## src/rtl/rxw_pkg.sv

```systemverilog
`timescale 1ns/1ps
package rxw_pkg;
  typedef enum logic {
    HS_SEARCH = 1'b0,
    HS_LOCKED = 1'b1
  } hunt_state_t;
endpackage

```

## src/rtl/rxw_sync_hunt.sv

```systemverilog
`timescale 1ns/1ps
// Hunts for the gate pattern in the accepted bit stream; locks once found.
module rxw_sync_hunt #(
  parameter int W = 16
) (
  input  logic         clk,
  input  logic         rst_n,
  input  logic         enable,
  input  logic         bit_valid,
  input  logic         bit_data,
  input  logic [W-1:0] pattern,
  output logic         locked
);
  import rxw_pkg::*;

  localparam int CW = $clog2(W + 1);
  localparam logic [CW-1:0] FILL_MAX = CW'(W);
  localparam logic [CW-1:0] FILL_LAST = CW'(W - 1);

  hunt_state_t state;
  logic [W-1:0] window;
  logic [CW-1:0] fill;
  logic [W-1:0] window_nx;
  logic step;
  logic hit;

  assign window_nx = {window[W-2:0], bit_data};
  assign step = enable && bit_valid && (state == HS_SEARCH);
  assign hit = step && (fill >= FILL_LAST) && (window_nx == pattern);
  assign locked = (state == HS_LOCKED);

  always_ff @(posedge clk) begin
    if (!rst_n || !enable) begin
      state  <= HS_SEARCH;
      window <= '0;
      fill   <= '0;
    end else if (step) begin
      window <= window_nx;
      if (fill != FILL_MAX) fill <= fill + 1'b1;
      if (hit) state <= HS_LOCKED;
    end
  end


  lock_on_strobe_chk: assert property (@(posedge clk) disable iff (!rst_n)
    $rose(locked) |-> $past(enable && bit_valid));


  lock_sticky_chk: assert property (@(posedge clk) disable iff (!rst_n)
    locked && enable |=> locked);
endmodule

```

## src/rtl/rxw_packer.sv

```systemverilog
`timescale 1ns/1ps
// Shifts accepted bits into a word, first bit ending at the MSB.
module rxw_packer #(
  parameter int W = 16
) (
  input  logic         clk,
  input  logic         rst_n,
  input  logic         clear,
  input  logic         run,
  input  logic         bit_valid,
  input  logic         bit_data,
  output logic         word_done,
  output logic [W-1:0] word_out
);
  localparam int NW = $clog2(W);
  localparam logic [NW-1:0] LAST = NW'(W - 1);

  logic [W-2:0] acc;
  logic [NW-1:0] count;
  logic take;

  assign take = run && bit_valid;
  assign word_out = {acc, bit_data};
  assign word_done = take && (count == LAST);

  always_ff @(posedge clk) begin
    if (!rst_n || clear) begin
      acc   <= '0;
      count <= '0;
    end else if (take) begin
      acc   <= word_out[W-2:0];
      count <= word_done ? '0 : count + 1'b1;
    end
  end


  idle_hold_chk: assert property (@(posedge clk) disable iff (!rst_n)
    !bit_valid && !clear |=> $stable(count) && $stable(acc));
endmodule

```

## src/rtl/rxw_word_hold.sv

```systemverilog
`timescale 1ns/1ps
// Holding register with valid/ready output and sticky overrun.
module rxw_word_hold #(
  parameter int W = 16
) (
  input  logic         clk,
  input  logic         rst_n,
  input  logic         clear_ovr,
  input  logic         load,
  input  logic [W-1:0] load_word,
  input  logic         rd_ready,
  output logic [W-1:0] data,
  output logic         valid,
  output logic         overrun
);
  logic drain;
  logic lost;

  assign drain = valid && rd_ready;
  assign lost = load && valid && !rd_ready;

  always_ff @(posedge clk) begin
    if (!rst_n) begin
      data    <= '0;
      valid   <= 1'b0;
      overrun <= 1'b0;
    end else begin
      if (load) begin
        data  <= load_word;
        valid <= 1'b1;
      end else if (drain) begin
        valid <= 1'b0;
      end
      if (clear_ovr) overrun <= 1'b0;
      else if (lost) overrun <= 1'b1;
    end
  end


  hold_stable_chk: assert property (@(posedge clk) disable iff (!rst_n)
    valid && !load |=> $stable(data));


  drain_chk: assert property (@(posedge clk) disable iff (!rst_n)
    valid && rd_ready && !load |=> !valid);


  ovr_sticky_chk: assert property (@(posedge clk) disable iff (!rst_n)
    overrun && !clear_ovr |=> overrun);


  same_cycle_chk: assert property (@(posedge clk) disable iff (!rst_n)
    load && valid && rd_ready && !overrun && !clear_ovr |=> valid && !overrun);
endmodule

```

## src/rtl/raw_word_assembler.sv

```systemverilog
`timescale 1ns/1ps
// Raw receive word assembler with optional sync-pattern gate.
module raw_word_assembler #(
  parameter int W = 16
) (
  input  logic         clk,
  input  logic         rst_n,
  input  logic         modem_en,
  input  logic         gate_en,
  input  logic [W-1:0] sync_pattern,
  input  logic         bit_valid,
  input  logic         bit_data,
  output logic [W-1:0] word_data,
  output logic         word_valid,
  input  logic         word_ready,
  output logic         sync_acq,
  output logic         overrun
);
  logic hunt_en;
  logic pack_run;
  logic done;
  logic [W-1:0] packed_word;

  assign hunt_en = modem_en && gate_en;
  assign pack_run = modem_en && (!gate_en || sync_acq);

  rxw_sync_hunt #(.W(W)) u_hunt (
    .clk       (clk),
    .rst_n     (rst_n),
    .enable    (hunt_en),
    .bit_valid (bit_valid),
    .bit_data  (bit_data),
    .pattern   (sync_pattern),
    .locked    (sync_acq)
  );

  rxw_packer #(.W(W)) u_pack (
    .clk       (clk),
    .rst_n     (rst_n),
    .clear     (!modem_en),
    .run       (pack_run),
    .bit_valid (bit_valid),
    .bit_data  (bit_data),
    .word_done (done),
    .word_out  (packed_word)
  );

  rxw_word_hold #(.W(W)) u_hold (
    .clk       (clk),
    .rst_n     (rst_n),
    .clear_ovr (!modem_en),
    .load      (done),
    .load_word (packed_word),
    .rd_ready  (word_ready),
    .data      (word_data),
    .valid     (word_valid),
    .overrun   (overrun)
  );


  disable_clear_chk: assert property (@(posedge clk) disable iff (!rst_n)
    !modem_en |=> !sync_acq && !overrun);


  no_lock_ungated_chk: assert property (@(posedge clk) disable iff (!rst_n)
    $rose(sync_acq) |-> $past(gate_en));


  gate_hold_chk: assert property (@(posedge clk) disable iff (!rst_n)
    $rose(word_valid) |-> $past(!gate_en || sync_acq));


  valid_after_strobe_chk: assert property (@(posedge clk) disable iff (!rst_n)
    $rose(word_valid) |-> $past(bit_valid && modem_en));
endmodule

```

## config.mk

```make
export PLATFORM = sky130hd
export DESIGN_NAME = raw_word_assembler
export DESIGN_NICKNAME = d
export VERILOG_FILES = /design/src/rtl/rxw_pkg.sv /design/src/rtl/rxw_sync_hunt.sv /design/src/rtl/rxw_packer.sv /design/src/rtl/rxw_word_hold.sv /design/src/rtl/raw_word_assembler.sv
export SDC_FILE = /design/constraint.sdc
export NUM_CORES = 1
export LEC_CHECK = 0
export ABC_AREA = 0
export BUFFER_PORTS_ARGS = -buffer_cell sky130_fd_sc_hd__buf_2
export CORE_MARGIN = 5
export CORE_UTILIZATION = 46
export CTS_CLUSTER_SIZE = 8
export DETAILED_ROUTE_END_ITERATION = 6
export PLACE_DENSITY = 0.67
export SKIP_LAST_GASP = 1
export SLEW_MARGIN = 20
export SYNTH_ARGS = -nofsm -noshare
export SYNTH_HDL_FRONTEND = slang
export SYNTH_SLANG_ARGS = --single-unit
```

## constraint.sdc

```tcl
create_clock -name clk -period 2.66 [get_ports clk]
set_input_delay 0 -clock clk [delete_from_list [all_inputs] [get_ports clk]]
set_output_delay 0 -clock clk [all_outputs]
set_load 0.01 [all_outputs]
```

# --- Yosys cells after proc, flatten, opt, wreduce, memory -nomap -nowiden ---
# Cells that the tools add are included.
# W data, S select, Z words.
totals:
  regBits: 58
  input_bits: 23
  out_inout_bits: 19
op_classes:
  add_sub_neg: 2
  order_cmp: 1
  n_eq_ne: 3
  mux: 3
  bitwise_logic: 1
  reduce_logical: 23
op_table:
  columns: ["cell", "count"]
  rows:
  - ["$eq A16 B16 Y1", 1]
  - ["$logic_and A1 B1 Y1", 11]
  - ["$reduce_and A2 Y1", 3]
  - ["$add A5 B1 Y5 const B", 1]
  - ["$ge A5 B4 Y1 const B", 1]
  - ["$logic_not A1 Y1", 5]
  - ["$ne A5 B5 Y1 const B", 1]
  - ["$add A4 B1 Y4 const B", 1]
  - ["$eq A4 B4 Y1 const B", 1]
  - ["$mux W4", 1]
  - ["$logic_or A1 B1 Y1", 3]
  - ["$mux W1", 2]
  - ["$reduce_bool A2 Y1", 1]
  - ["$not A1 Y1", 1]

# --- Depth between registers and ports, before layout ---
# Gate-level depths: netlist of run 1.
logic_depth:
  word_depth: 7
  ltp_mapped: 6
  depth_no_buf: 6

# --- By module ---
# From an unflattened synthesis of run 1, not the netlist that was laid out.
hier_totals:
  hier_cells: 274
  hier_area_um2: 2477.4
by_module_without_submodules:
  columns: ["mod", "n_inst", "cells_each", "area_each_um2"]
  rows:
  - ["rxw_sync_hunt", 1, 120, 1037.2]
  - ["rxw_packer", 1, 91, 725.7]
  - ["rxw_word_hold", 1, 59, 691.9]
  - ["raw_word_assembler", 1, 4, 22.5]

# --- Least setup slack after synthesis of run 1 ---
# Ideal clock, no wire load.
synth_timing:
  path_type: "register to register"
  startpoint: "reg u_hunt.fill[0]"
  endpoint: "reg u_hunt.state, in the netlist u_hunt.locked"
  arrival_time_ps: 1281
  setup_slack_ps: 1251
  stages_incl_launch_ff: 7
  path_buffers: 0
  period_less_slack_ps: 1409
  path_cell_list: "dfxtp_1 ha_1 and3_1 ha_1 o311ai_1 or3_1 o22ai_2"
synth_between:
  elab_chain_len: 4
synth_lines:
  columns: ["element", "line", "rtl"]
  rows:
  - ["start: declaration", "rxw_sync_hunt.sv:22", "logic [CW-1:0] fill;"]
  - ["start signal: assignment", "rxw_sync_hunt.sv:39", "if (fill != FILL_MAX) fill <= fill + 1'b1;"]
  - ["$ge A5 B4 Y1", "rxw_sync_hunt.sv:29", "assign hit = step && (fill >= FILL_LAST) && (window_nx == pattern);"]
  - ["$logic_and A1 B1 Y1 (2 in series)", "rxw_sync_hunt.sv:29", null]
  - ["$reduce_and A2 Y1 (no line)", null, null]
  - ["end signal: assignment", "rxw_sync_hunt.sv:34", "state <= HS_SEARCH;"]
  - ["end signal: assignment", "rxw_sync_hunt.sv:40", "if (hit) state <= HS_LOCKED;"]
  - ["end: declaration", "rxw_sync_hunt.sv:20", "hunt_state_t state;"]
# Every way passes these cells.
# A chain may end at the register's enable or synchronous reset.

# --- Final worst setup path of run 1 ---
layout_timing:
  startpoint: "reg u_hunt.state, in the netlist u_hunt.locked"
  endpoint: "reg u_hunt.state, in the netlist u_hunt.locked"
layout_between:
  elab_chain_len: 5
layout_lines:
  columns: ["element", "line", "rtl"]
  rows:
  - ["$not A1 Y1 *", "rxw_sync_hunt.sv:28", "assign step = enable && bit_valid && (state == HS_SEARCH);"]
  - ["$logic_and A1 B1 Y1 *", "rxw_sync_hunt.sv:28", null]
  - ["$logic_and A1 B1 Y1 (2 in series)", "rxw_sync_hunt.sv:29", null]
  - ["$reduce_and A2 Y1 (no line) *", null, null]
# Every way passes the cells marked *; elsewhere a longest branch is shown, timed or not.

==> flow_summary.ini, run 1 <==
[placed_design]
place_congestion = 0.798
place_ws_ns = 0.962
placed_area_mm2 = 0.00263
portBuffers = 41
hpwl_mm = 3.23

[sta]
worstMarginPinSlew_ns = 0.728
finalSetupTns_ns = 0
slew_headroom_pct = 51.3
setup_ws_ns = 0.939
slew_viol_final = 0
finalCritPeriodShare_pct = 64.7
rsz0062_at_grt = false
period_needed_ns = 1.72
setup_viol = 0
hold_viol = 0
fmax_ghz = 0.581
timing.clock.skew_ns = 0.00665

[final_layout]
diodes = 0
area_delta_synth_final_pct = 18.2
nets = 356
n_fill_cell = 512
finalInstanceArea_mm2 = 0.00283
drive_gt1_share_pct = 18.3

[floorplan]
core_area_mm2 = 0.00507
die_x_um = 82.2
die_h_um = 82.2
row_count = 26
start_util_pct = 47.2
ioPinCount = 42
dieArea_mm2 = 0.00676

[worst_setup_path]
path_class = flop to flop
crit_path_end_kind = flop
worstPathRequired_ns = 2.92
reg2reg_slack_ns = 0.94
crit_arrival_ns = 1.98
startpoint_type = flop
worst-path-max-fanout = 17

[detailed_routing]
wl_mm = 4.81
dr_total_vias = 1947
drtAntennaViolNets = 0
via_per_inst = 4.83
routedWlPerCell_um = 11.9
drc_errors = 0
drt-initial-drc-count = 99
drt_pass1_iterations = 4

[synthesis]
syn_nets = 315
synth_seq_cells = 58
ys_top_cells_by_area = dfxtp_1 48%, nand2_1 15%, a21oi_1 7.1%
synth-warning-count = 0
synth.avg_cell_area_um2 = 8.32
synth.top_cell.area_share_pct = 48.4
yosys.area.top_type = dfxtp_1
syn_area_mm2 = 0.00240
synth_edf_count = 0
yosys.cell_types.count = 36
async_flop_share_pct = 0
yosysSeqAreaShare_pct = 48.4
synth-main-ff-cell = dfxtp_1
syn_inst = 288

[clock_network]
clockBufferDepth = 2
clockRootBuffer = clkbuf_8
cts.sinks = 58
cts_buffers = 9
clk_latency_ns = 0.33
ctsHtreeMaxLevel = 3
cts_tree = done
clkTransAtPathRegs_ns = 0.06

[global_route]
antenna_found_initial = 0
grt_max_degree = 23
overflow = 0
grt_pass1_wl_mm = 8.40
grt_usage_pct = 16.4
grt_pass1_vias = 1865

[power]
p_leak_nw = 1.06
ir_drop_uv = 385
power_density_mw_per_mm2 = 599

[outcome]
status = completed

[hold_path]
min_path_type = input pin to flop

[job]
drv_cap = 0
-- stage by stage --
stage / power, mW / std cells / util [%] / hold WS [ns]
global route: 1.77 / 403 / 55.8 / 0.0762
detailed placement: 0.960 / 386 / 51.7 / 0.307
floorplan: 0.931 / 288 / - / 0.136
global placement: 0.959 / 386 / 51.7 / 0.300
finish: 1.70 / 403 / 55.8 / 0.0493
CTS: 1.72 / 403 / 55.8 / 0.0493
-- synthesized netlist by cell type (all sizes together), types with 3 or more instances --
library cell  count
nand2            98
dfxtp            58
a21oi            34
a21boi           16
xor2             13
buf               8
nor2              8
xnor2             8
clkbuf            6
ha                4
inv               4
nand3             4
nand4             3
nor3              3
-- worst paths after layout --
check,start,end,cells after the start
worst max-delay path,u_hunt.locked,u_hunt.locked,4
worst min-delay path,rst_n,u_hold.valid,2
worst max register to register,u_hunt.locked,u_hunt.locked,4
worst min register to register,u_hold.data[7],u_hold.data[7],2
-- layer usage --
layer  wire (µm)  track usage (%)  vias to the layer above  part of all wire (%)
li1            -                -                     1034                     -
met1        2160             17.9                      874                    45
met2        2360             28.0                       31                    49
met3         220             7.16                        8                   4.6
met4          63             6.48                        0                   1.3
met5           0                0                        -                     0
-- critical path, stage by stage, from the launching register on --
cell and delay [ns]:
dfxtp_1 0.35, and4b_1 0.65, o311ai_1 0.18, or3_1 0.39
o22ai_2 0.09
-- power by group --
part           total [mW]  switching (mW)  internal (mW)
Combinational      0.0714          0.0428         0.0287
Sequential          0.871         0.00102          0.870
Clock               0.757           0.326          0.431
-- cell type report --
type / instances / area, µm² / area share (%)
Clock buffer: 13 / 179 / 6.31
Clock inverter: 2 / 10.0 / 0.353
Inverter: 4 / 15.0 / 0.530
Multi-Input combinational cell: 212 / 1150 / 40.5
Sequential cell: 58 / 1160 / 41.0
Tap cell: 70 / 87.6 / 3.09
Timing Repair Buffer: 44 / 233 / 8.21
-- logic make-up (layout without fill, tap and decap cells) --
logic type      after synthesis  count (layout)  synth area share [%]
fa+ha+maj                     4               4                  2.09
compound gates               56              56                  14.2
flops                        58              58                  48.4
simple gates                131             131                  23.9
buf+inv                      18              63                  3.65
xor+xnor                     21              21                  7.67
-- sequential cells by signal, summed over array words and instances, names as in the netlist --
name / cells
u_hunt.window: 15
u_hunt.fill: 5
u_hold.data: 16
u_pack.acc: 15
u_hold.valid: 1
u_pack.count: 4
u_hold.overrun: 1
u_hunt.locked: 1
-- what timing repair did --
action	CTS	global route
endpoints found under the hold margin	5	0
hold buffers	2	0
setup endpoints to repair	0	0
buffers inserted	0	0
resized for setup	0	0
-- cells in the final DEF, fill, tap and decap left out, types with 2 or more instances in the layout --
master          n
nor3_1          3
a21oi_1        34
a21boi_1        7
nand3_1         4
clkinv_2        2
xor2_1         13
buf_2          41
nor4_1          2
clkbuf_8       13
dlygate4sd3_1   2
and2_1          2
a21boi_0        9
nand2_1        98
and4_1          2
nor2_1          7
inv_1           4
dfxtp_1        58
ha_1            4
nor2b_1         2
nand4_1         3
xnor2_1         8
Power figures use the tool's default switching activity.
==> run 2, diff against run 1 <==
- ABC_AREA: 0 -> 1
- PLACE_DENSITY: 0.67 -> 0.69
- clock period: 2.66 -> 1.4 ns (I/O delays scaled with it)
==> flow_summary.ini, run 2 <==
[worst_setup_path]
cp_slowest_stage_delay_ns = 0.35
crit_arrival_ns = 1.62
path_class = flop to flop
worst-path-stages = 9
r2r_cells = 9
path_buf_inv = 1
cp_cell_sequence = ha_2, inv_1, nor2_1, ha_1, nor2_1, o21a_1, nor2_1, nand3_1, a21oi_2
endpoint = u_hunt.locked
startpoint_type = flop
worst-path-max-fanout = 3
reg2reg_slack_ns = 0.05
reg2reg_from = u_hunt.fill[0]
crit_path_end_kind = flop
cpMostUsedCell = nor2_1
path_delay_family = flip-flops
rr_endpoint = u_hunt.locked
worstPathRequired_ns = 1.67
cp-startpoint = u_hunt.fill[0]
cp_slowest_cell = dfxtp_2

[synthesis]
syn_inst = 341
synth_common_cells = 80 x nor2_1, 58 x dfxtp_1, 51 x nand2_1, 51 x o21ai_0, 39 x inv_1
synth_fa_ha_area_share_pct = 2.02
yosysMostFrequentCell = nor2_1
synth-compound-area-share_pct = 16.1
ys_top_cells_by_area = dfxtp_1 47%, nor2_1 12%, o21ai_0 10%
yosys.cell_types.count = 29
synth-main-ff-cell = dfxtp_1
yosys.area_share.xor_xnor_pct = 1.42
synth_top_family_by_area = simple AND/OR/NAND/NOR gates
yosysSeqAreaShare_pct = 46.9
synth.avg_cell_area_um2 = 7.26
synth_edf_count = 0
synth.top_cell.area_share_pct = 46.9
synth-warning-count = 0
synthSimpleGateAreaFrac_pct = 23.9
syn_nets = 368
muxShareOfSynthArea_pct = 0
async_flop_share_pct = 0
yosys.area.top_type = dfxtp_1
synth_seq_cells = 58
syn_area_mm2 = 0.00247

[final_layout]
largest_register_ffs = 16
postLayoutCoreUtil_pct = 58.5
register_area_mm2 = 0.00116
drive_gt1_share_pct = 20.0
largest_register = u_hold.data
nets = 422
multiInputGateArea_mm2 = 0.00108
diodes = 0
final_cell_mix = 80 x nor2_1, 56 x dfxtp_1, 51 x nand2_1, 51 x o21ai_0, 41 x buf_2
area_delta_synth_final_pct = 22.2
layout_commonest_cell = nor2_1
largestRegisters = u_hold.data (16), u_hunt.window (15), u_pack.acc (15)
n_fill_cell = 489

[floorplan]
ioPinCount = 42
row_count = 26
die_x_um = 83.4
die_h_um = 83.4
start_util_pct = 47.8
core_area_mm2 = 0.00517
dieArea_mm2 = 0.00695

[detailed_routing]
wl_mm = 4.93
dr_total_vias = 2179
highest_layer = met4
drc_errors = 0
routedWlPerCell_um = 10.5
met3_length_um = 265
drt_pass1_iterations = 4
via_per_inst = 4.64
drt-initial-drc-count = 114
wl_met2_mm = 2.25
drtAntennaViolNets = 0
met1_length_mm = 2.35

[power]
p_switching_mw = 0.823
internal_power_mw = 2.62
comb_power_share_pct = 6.0
p_sw_share_pct = 23.9
ir_drop_uv = 742
p_clk_share_pct = 45.3
power_density_mw_per_mm2 = 1140
p_seq_share_pct = 48.7
finalPower_mw = 3.44
p_leak_nw = 1.33

[sta]
period_needed_ns = 1.35
rsz0062_at_grt = true
hold_ws_ns = 0.0105
slew_headroom_pct = 75.3
hold_viol = 0
setup_ws_ns = 0.0473
finalCritPeriodShare_pct = 96.6
setup_viol = 0
worstMarginPinSlew_ns = 0.369
slew_viol_final = 0
timing.clock.skew_ns = 0.00620
fmax_ghz = 0.739
finalSetupTns_ns = 0

[global_route]
grt_max_degree = 20
grt_usage_pct = 14.8
grt_pass1_wl_mm = 8.43
overflow = 0
antenna_found_initial = 0
grt_pass1_vias = 1959

[clock_network]
clkTransAtPathRegs_ns = 0.07
clockBufferDepth = 2
cts_buffers = 9
clk_latency_ns = 0.33
cts.sinks = 58
cts_tree = done
ctsHtreeMaxLevel = 3
clockRootBuffer = clkbuf_8

[placed_design]
place_congestion = 0.817
hpwl_mm = 3.45
place_ws_ns = 0.00488
portBuffers = 41

[job]
drv_cap = 0

[hold_path]
min_path_type = input pin to flop

[outcome]
status = completed
run 2: cell count changes after synthesis, sizes merged, moves of 3 or more:
cell	change
nor2	+73
o21ai	+51
nand2	-44
inv	+38
a21boi	-15
xor2	-12
a21oi	-11
xnor2	-5
nor3	-3
run 2: worst min path at each step:
stage,startpoint,endpoint,slack (ns),cells past startpoint
4_1_cts,rst_n,u_hold.overrun,0.01,3
3_3_place_gp,word_ready,u_hold.valid,0.32,4
3_5_place_dp,word_ready,u_hold.valid,0.31,4
6_report,rst_n,u_hold.overrun,0.01,3
5_1_grt,rst_n,u_pack.count[2],0.01,3
2_1_floorplan,rst_n,u_hold.data[10],0.14,2
run 2: cells by family after synthesis:
logic type      after synthesis
simple gates                144
compound gates               78
flops                        58
buf+inv                      53
xor+xnor                      4
fa+ha+maj                     4
run 2: tightest hold or removal path, stage by stage:
cell     delay (ns)
buf_2          0.13
nand2_2        0.12
nor2_1         0.06
run 2: power groups by stage:
stage                     clock, mW  combinational (mW)  sequential (mW)
after floorplan                   0               0.128             1.71
after detailed placement          0               0.201             1.71
final                          1.56               0.207             1.68
after global placement            0               0.198             1.71
after CTS                      1.59               0.208             1.68
after global routing           1.68               0.239             1.68
run 2: metrics by stage:
step / instances / area [µm²]
after floorplan: 341 / 2470
after global placement: 448 / 2750
after detailed placement: 448 / 2750
after CTS: 467 / 2980
after global routing: 470 / 3030
final: 470 / 3030
run 2: layout make-up:
cell class / count / share of cell area, %
clock buffer: 10 / 4.55
timing repair buffer: 54 / 10.7
multi-input combinational: 230 / 35.7
inverter: 42 / 5.54
sequential: 58 / 38.5
clock inverter: 6 / 2.19
tap: 70 / 2.89
run 2: per-layer routing:
metal | vias to the layer above | GRT usage [%]
li1 | 1179 | -
met1 | 950 | 17.5
met2 | 42 | 24.5
met3 | 8 | 5.94
met4 | 0 | 4.90
met5 | - | 0
run 2: what timing repair did:
item / 4_1_cts / 5_1_grt
resized for setup: 1 / 4
hold endpoints to repair: 5 / 0
hold buffers: 3 / 0
setup endpoints to repair: 1 / 13
setup buffers: 0 / 3
pin swaps: 0 / 1
